**src/rtl/sdg_pkg.sv**
```systemverilog
package sdg_pkg;

   // Increment with saturation at the all-ones value of the given width.
   function automatic logic [31:0] sat_inc32(input logic [31:0] v, input logic [31:0] max_v);
      return (v >= max_v) ? max_v : v + 32'd1;
   endfunction

   typedef enum logic [0:0] {
      GAP_SATURATE = 1'b0,
      GAP_WRAP     = 1'b1
   } gap_mode_e;

endpackage

```
**src/rtl/sdg_interval.sv**
```systemverilog
module sdg_interval
   import sdg_pkg::*;
#(
   parameter int        CNT_W = 16,
   parameter gap_mode_e MODE  = GAP_SATURATE
) (
   input  logic             clk,
   input  logic             rst_n,
   input  logic             clr,
   input  logic             tick,
   input  logic             pulse,
   output logic [CNT_W-1:0] run_cnt,
   output logic [CNT_W-1:0] last_gap
);

   localparam logic [CNT_W-1:0] MAX_V = {CNT_W{1'b1}};

   logic [CNT_W-1:0] run_q;
   logic [CNT_W-1:0] run_inc;
   logic [CNT_W-1:0] gap_q;

   generate
      if (MODE == GAP_SATURATE) begin : g_sat
         assign run_inc = (run_q == MAX_V) ? MAX_V : run_q + 1'b1;
      end else begin : g_wrap
         assign run_inc = run_q + 1'b1;
      end
   endgenerate

   always_ff @(posedge clk or negedge rst_n) begin
      if (!rst_n) begin
         run_q <= '0;
         gap_q <= '0;
      end else if (clr) begin
         run_q <= '0;
         gap_q <= '0;
      end else if (pulse) begin
         gap_q <= run_q;
         run_q <= tick ? {{(CNT_W-1){1'b0}}, 1'b1} : '0;
      end else if (tick) begin
         run_q <= run_inc;
      end
   end

   assign run_cnt  = run_q;
   assign last_gap = gap_q;

endmodule

```
**src/rtl/sdg_glitch_acc.sv**
```systemverilog
module sdg_glitch_acc #(
   parameter int LIMIT = 3,
   parameter int CW    = 2
) (
   input  logic          clk,
   input  logic          rst_n,
   input  logic          clr,
   input  logic          glitch,
   output logic [CW-1:0] cnt,
   output logic          err_pulse,
   output logic          err_flag
);

   localparam logic [CW-1:0] LIM_V  = CW'(LIMIT);
   localparam logic [CW-1:0] LAST_V = CW'(LIMIT - 1);

   logic [CW-1:0] cnt_q;
   logic          err_q;
   logic          flag_q;
   logic          reach;

   assign reach = glitch && (cnt_q == LAST_V) && !flag_q;

   always_ff @(posedge clk or negedge rst_n) begin
      if (!rst_n) begin
         cnt_q  <= '0;
         err_q  <= 1'b0;
         flag_q <= 1'b0;
      end else if (clr) begin
         cnt_q  <= '0;
         err_q  <= 1'b0;
         flag_q <= 1'b0;
      end else begin
         if (glitch && (cnt_q != LIM_V))
            cnt_q <= cnt_q + 1'b1;
         err_q  <= reach;
         flag_q <= flag_q | reach;
      end
   end

   assign cnt       = cnt_q;
   assign err_pulse = err_q;
   assign err_flag  = flag_q;

endmodule

```
**src/rtl/spd_glitch_diag.sv**
```systemverilog
module spd_glitch_diag
   import sdg_pkg::*;
#(
   parameter int        CNT_W     = 16,
   parameter int        MIN_GAP   = 6000,
   parameter int        ERR_LIMIT = 3,
   parameter gap_mode_e GAP_MODE  = GAP_SATURATE,
   localparam int       GLC_W     = $clog2(ERR_LIMIT + 1)
) (
   input  logic             clk,
   input  logic             rst_n,
   input  logic             tick_i,
   input  logic             pulse_i,
   input  logic             clr_i,
   output logic             err_o,
   output logic             err_flag_o,
   output logic [CNT_W-1:0] gap_o,
   output logic [GLC_W-1:0] glitch_cnt_o
);

   localparam logic [CNT_W-1:0] MIN_V = CNT_W'(MIN_GAP);

   generate
      if (CNT_W < 2 || CNT_W > 31) begin : g_bad_w
         $error("spd_glitch_diag: CNT_W out of range");
      end
      if (MIN_GAP < 1 || MIN_GAP >= (1 << CNT_W)) begin : g_bad_gap
         $error("spd_glitch_diag: MIN_GAP must fit in CNT_W");
      end
      if (ERR_LIMIT < 1) begin : g_bad_lim
         $error("spd_glitch_diag: ERR_LIMIT must be positive");
      end
   endgenerate

   logic [CNT_W-1:0] run_cnt;
   logic             armed_q;
   logic             glitch;

   always_ff @(posedge clk or negedge rst_n) begin
      if (!rst_n)       armed_q <= 1'b0;
      else if (clr_i)   armed_q <= 1'b0;
      else if (pulse_i) armed_q <= 1'b1;
   end

   assign glitch = pulse_i && !clr_i && armed_q && (run_cnt < MIN_V);

   sdg_interval #(
      .CNT_W (CNT_W),
      .MODE  (GAP_MODE)
   ) u_interval (
      .clk      (clk),
      .rst_n    (rst_n),
      .clr      (clr_i),
      .tick     (tick_i),
      .pulse    (pulse_i),
      .run_cnt  (run_cnt),
      .last_gap (gap_o)
   );

   sdg_glitch_acc #(
      .LIMIT (ERR_LIMIT),
      .CW    (GLC_W)
   ) u_acc (
      .clk       (clk),
      .rst_n     (rst_n),
      .clr       (clr_i),
      .glitch    (glitch),
      .cnt       (glitch_cnt_o),
      .err_pulse (err_o),
      .err_flag  (err_flag_o)
   );

endmodule

```
**config.mk**
```make
export PLATFORM = sky130hd
export DESIGN_NAME = spd_glitch_diag
export DESIGN_NICKNAME = d
export VERILOG_FILES = /design/src/rtl/sdg_pkg.sv /design/src/rtl/sdg_interval.sv /design/src/rtl/sdg_glitch_acc.sv /design/src/rtl/spd_glitch_diag.sv
export SDC_FILE = /design/constraint.sdc
export NUM_CORES = 1
export LEC_CHECK = 0
export ABC_AREA = 1
export ABC_CLOCK_PERIOD_IN_PS = 3680
export BUFFER_PORTS_ARGS = -buffer_cell sky130_fd_sc_hd__clkbuf_2
export CAP_MARGIN = 20
export CORE_UTILIZATION = 60
export CTS_BUF_LIST = sky130_fd_sc_hd__clkbuf_2 sky130_fd_sc_hd__clkbuf_4 sky130_fd_sc_hd__clkbuf_8
export DETAILED_ROUTE_END_ITERATION = 7
export GPL_TIMING_DRIVEN = 0
export MAX_ROUTING_LAYER = met4
export PLACE_DENSITY = 0.89
export SLEW_MARGIN = 30
export SYNTH_ARGS = -nofsm -noshare
export SYNTH_HDL_FRONTEND = slang
export SYNTH_HIERARCHICAL = 1
export SYNTH_SLANG_ARGS = --single-unit
```
**constraint.sdc**
```tcl
create_clock -name clk -period 3.68 [get_ports clk]
set_input_delay 0.368 -clock clk [delete_from_list [all_inputs] [get_ports clk]]
set_output_delay 0.368 -clock clk [all_outputs]
set_load 0.03 [all_outputs]
```
# After elaboration in Yosys (flattened, before gate mapping)
# Index checks and enable logic that the tools add are counted.
# word_totals
input_bits,5
out_inout_bits,20
register_bits,37
# op_classes
addsub,2
n_mux,13
reduce_logical,11
eq_ne,3
n_bitwise,1
order_cmp,1
# op_table
op,count
2-to-1 mux 16 bit,6
adder 16 x 1 -> 16 bit (second input constant),1
equality test 16 bit (second input constant),1
less-than comparator 16 x 13 -> 1 bit (second input constant),1
logical AND 1 bit,6
2-to-1 mux 1 bit,5
2-to-1 mux 2 bit,2
nonzero test 2 bit,2
nonzero test 3 bit,1
adder 2 x 1 -> 2 bit (second input constant),1
equality test 2 bit (second input constant),1
zero test 1 bit,2
!= test 2 bit (second input constant),1
OR 1 bit,1

# Depth between registers and ports, before layout
# depth
ltp_word,8
mapped_depth,10
ltp_nobuf,10

# Modules after synthesis
# Netlist, hierarchy kept.
# by_module_without_submodules
module,instances,seq_area_each_um2,cells_per_inst,area_each_um2
sdg_interval,1,800.8,217,1734.2
sdg_glitch_acc,1,100.1,23,197.7
spd_glitch_diag,1,25.0,28,135.1

# Least setup slack after synthesis
# Ideal clock, no wire load.
# synth_timing
kind,register -> register
from,register u_interval.run_q[0] (netlist: u_interval/run_cnt[0])
to,register u_interval.run_q[4] (netlist: u_interval/run_cnt[4])
stages_incl_launch_ff,11
setup_slack_ns,2.304
setup_ns,0.074
arrival_time_ns,1.302
period_less_slack_ns,1.376
cell_sequence,dfrtp_1 > ha_1 > nand3_2 > inv_2 > nand2_4 > nor2_4 > nand2_4 > buf_6 > nand2_1 > nand2_1 > o21ai_2
# synth_between
elab_chain_cells,5
elab_cells_between_ends,6
# synth_rtl
item,line_no,rtl
start: declaration,sdg_interval.sv:18,logic [CNT_W-1:0] run_q;
start signal: assignment,sdg_interval.sv:39,"run_q <= tick ? {{(CNT_W-1){1'b0}}, 1'b1} : '0;"
start signal: assignment,sdg_interval.sv:41,run_q <= run_inc;
adder 16 x 1 -> 16 bit or equality test 16 bit (tied branches),sdg_interval.sv:24,assign run_inc = (run_q == MAX_V) ? MAX_V : run_q + 1'b1;
2-to-1 mux 16 bit (*),sdg_interval.sv:24,
2-to-1 mux 16 bit (*),sdg_interval.sv:40,end else if (tick) begin
2-to-1 mux 16 bit (*),sdg_interval.sv:37,end else if (pulse) begin
2-to-1 mux 16 bit (*),sdg_interval.sv:34,end else if (clr) begin
# Mark *: on every way between the ends. The rest lies on a longest branch, timed or not. The select of a mux whose other input is x is not followed.
# A chain may end at the register's enable or synchronous reset.

# Worst setup path after layout
# layout_timing
from,register u_interval.run_q[1] (netlist: u_interval/run_cnt[1])
to,register u_interval.run_q[14] (netlist: u_interval/run_cnt[14])
# Same word-level chain as after synthesis.

==> reports/metrics.sh <==
RRSETUPSLACK_NS=2.04
SYNTHDOMINANTAREACELLTYPE='dfrtp_1'
LAYOUT-DRIVE-GT1-SHARE=0.190
FINAL_CELL_MIX='nand2_1, dfrtp_1, inv_1, clkbuf_2, nor2_1'
GRT_SETUP_UNREPAIRED='false'
SYN_AVG_CELL_AREA_UM2=7.71
WORSTSETUPSTARTPOINT='u_interval/run_cnt[1]'
WORST_SETUP_HOLD_PATH_CLK_SLEW_NS=0.13
PEAKVDDDROP_V=0.000213
CRITICAL_PATH_PEAK_FANOUT=10
FINAL_NETS=307
DIE_WIDTH_UM=60.7
RUN_STATUS='completed'
FINCLKSKEW_NS=0.0176
GLOBAL_ROUTE_WIRE_LENGTH_BEFORE_REPAIR_UM=7270
FMAXACHIEVABLE_MHz=611
REGTOREGENDPOINT='u_interval/run_cnt[14]'
YOSYS_WARNS=6
GRT_MAX_DEGREE=38
CTS_NUM_SINKS=37
DETAILEDPLACEMENTHPWL_UM=3190
LAYOUT.CELLS.MOST_COMMON='nand2_1'
SETUP_VIOL=0
CTS.HTREE.LEVELS=2
FLOW.AREA_GROWTH_FROM_SYNTHESIS_PCT=13.4
CELLPOWERDENSITY_nW_PER_UM2=350
SYNTH.FF_LATCH_COUNT=37
CTS-ROOT-BUF='clkbuf_4'
FIN_TNS_SETUP_NS=0
CTS_BUFFER_DEPTH=2
SYNTH_TOP_CELL_AREA_SHARE=0.448
PLACE_CONGESTION=0.995
FINAL-HOLD-VIOLATION-COUNT=0
SYN-CELL-AREA_UM2=2070
CORE_UM2=3150
SYN-INSTANCE-COUNT=268
GRT_ANTENNA_BEFORE_REPAIR=0
POST_CTS.REPAIR.SETUP_BUFFERS=0
CRITICAL_PATH_RT_NS=3.96
POST-ROUTE-UTIL=0.744
VIA_PER_INST=5.39
DIE-HEIGHT_UM=60.7
GRT_PASS1_VIAS=1687
WORSTSKEWPAIRLATENCY_NS=0.35
MAX-CAP-VIOLATIONS=0
SYNTH_NETS=276
WORST_SETUP_PATH_CATEGORY='register to register'
R2R_CELL_COUNT=10
CRITPATHARRIVALTIME_NS=1.92
WORSTSETUPENDPOINT='u_interval/run_cnt[14]'
CTS.REPAIR.RESIZED=0
GLOBALROUTETOTALUTIL=0.283
PIN_COUNT=25
SYNTH_SEQUENTIAL_AREA_RATIO=0.448
GLOBALROUTEOVERFLOWTOTAL=0
POWER.LEAKAGE_nW=1.28
FINAL_MIN_PERIOD_OVER_CLOCK_PERIOD=0.445
HOLD_BUFS_AT_CTS=0
TRITONCTS='done'
TIMING.MAX_SLEW.REL_SLACK=0.463
SETUP.WORST_PATH.END_CLASS='register'
DETAIL_ROUTE.WL_PER_CELL_UM=12.6
WORSTMARGINPINSLEW_NS=0.806
HP-CLASS='primary input to async pin'
CRITICAL_PATH.REG2REG.STARTPOINT='u_interval/run_cnt[1]'
CELL_TYPES_OCCUPYING_THE_MOST_AREA_AFTER_SYNTHESIS='dfrtp_1, nand2_1, inv_1'
POSTROUTEANTENNANETS=0
SLEW_VIOLATIONS=0
WL_UM=4320
POST_SYNTH_NUM_CELL_TYPES=26
FINAL.MIN_CLOCK_PERIOD_NS=1.64
CRIT_PATH_START_KIND='register'
FIRSTDRTPASSITERS=4
PLACEMENTROWS=20
DIODES=0
IO_BUFFER_COUNT=24
DR_TOTAL_VIAS=1854
INITIALDRTVIOLATIONCOUNT=139
DRT_DRC_VIOLATIONS_LEFT=0
NUM_CTS_BUFFERS=5
DIE_AREA_UM2=3680
INITIAL_UTILIZATION=0.656
[registers in the layout, summed over array words and instances, names as in the netlist]
name / cells
u_interval/run_cnt: 16
u_acc/err_pulse: 1
u_acc/err_flag: 1
u_acc/cnt: 2
armed_q: 1
u_interval/last_gap: 16
[how the worst min path moves through the flow]
stage	cells after the start	to	slack (ns)	startpoint
2_1_floorplan	0	armed_q	0.07	rst_n
3_3_place_gp	1	u_acc/err_pulse	0.44	u_acc/err_flag
3_5_place_dp	1	u_acc/err_pulse	0.46	u_acc/err_flag
4_1_cts	1	u_interval/last_gap[0]	0.14	rst_n
5_1_grt	1	u_interval/last_gap[2]	0.15	rst_n
6_report	1	u_interval/run_cnt[5]	0.09	rst_n
[cell usage after synthesis]
master,n
nand2_1,84
dfrtp_1,37
inv_1,35
nor2_1,20
nand3_1,18
o21ai_0,16
a21oi_1,7
nand3_2,7
o31ai_1,7
xor2_1,6
nand4_1,4
nor2_2,4
clkbuf_1,3
ha_1,3
buf_6,2
inv_2,2
nand2_2,2
nand2_4,2
nor2_4,2
buf_2,1
clkbuf_2,1
clkinv_1,1
nor3_4,1
o21ai_1,1
o21ai_2,1
xnor2_1,1
[worst max-delay path: stages (launching register included)]
cell     delay, ns
dfrtp_1       0.46
ha_1          0.23
nand3_2       0.13
inv_2         0.11
nand2_4       0.07
nor2_4        0.13
nand2_4       0.09
buf_6         0.16
nand3_1       0.08
nand2_1       0.05
nand2_1       0.05
[per-layer routing]
layer / track usage / routed length (um) / up-vias / part of all wire
li1: - / - / 917 / -
met1: 0.358 / 2000 / 850 / 0.46
met2: 0.441 / 1930 / 76 / 0.45
met3: 0.0576 / 286 / 11 / 0.066
met4: 0.120 / 100 / 0 / 0.023
met5: - / 0 / - / 0
[cell type report]
type | instances | area (um2)
Timing Repair Buffer | 24 | 120
Sequential cell | 37 | 926
Multi-Input combinational cell | 186 | 955
Clock buffer | 5 | 37.5
Clock inverter | 3 | 65.1
Inverter | 38 | 143
Buffer | 7 | 43.8
Tap cell | 44 | 55.1
Fill cell | 248 | 808
[logic make-up (layout without fill, tap and decap cells)]
group,count (synthesis),in the layout,synth area share
adders and majority gates,3,3,0.0182
AOI/OAI and AO/OA,32,32,0.0878
and+or+nand+nor,144,144,0.326
DFF,37,37,0.448
buffers and inverters,45,77,0.0902
xor gates and xnor gates,7,7,0.0297
[where the power goes]
part	internal, mW	switching, mW	leakage, nW
Sequential	0.412	0.00463	0.510
Clock	0.210	0.138	0.0552
Combinational	0.0131	0.0410	0.719
[stage by stage]
stage / total power, mW / worst slack, ns / area, um2 / std cells / hold slack (ns)
after CTS: 0.823 / 2.05 / 2340 / 344 / 0.144
after global placement: 0.477 / 2.06 / 2240 / 336 / 0.439
after floorplan: 0.456 / 2.30 / 2070 / 268 / 0.0724
after detailed placement: 0.479 / 2.03 / 2240 / 336 / 0.455
after global routing: 0.846 / 1.96 / 2340 / 344 / 0.146
final: 0.820 / 2.04 / 2340 / 344 / 0.0929
Note: power is estimated with default switching activity, not from simulation.
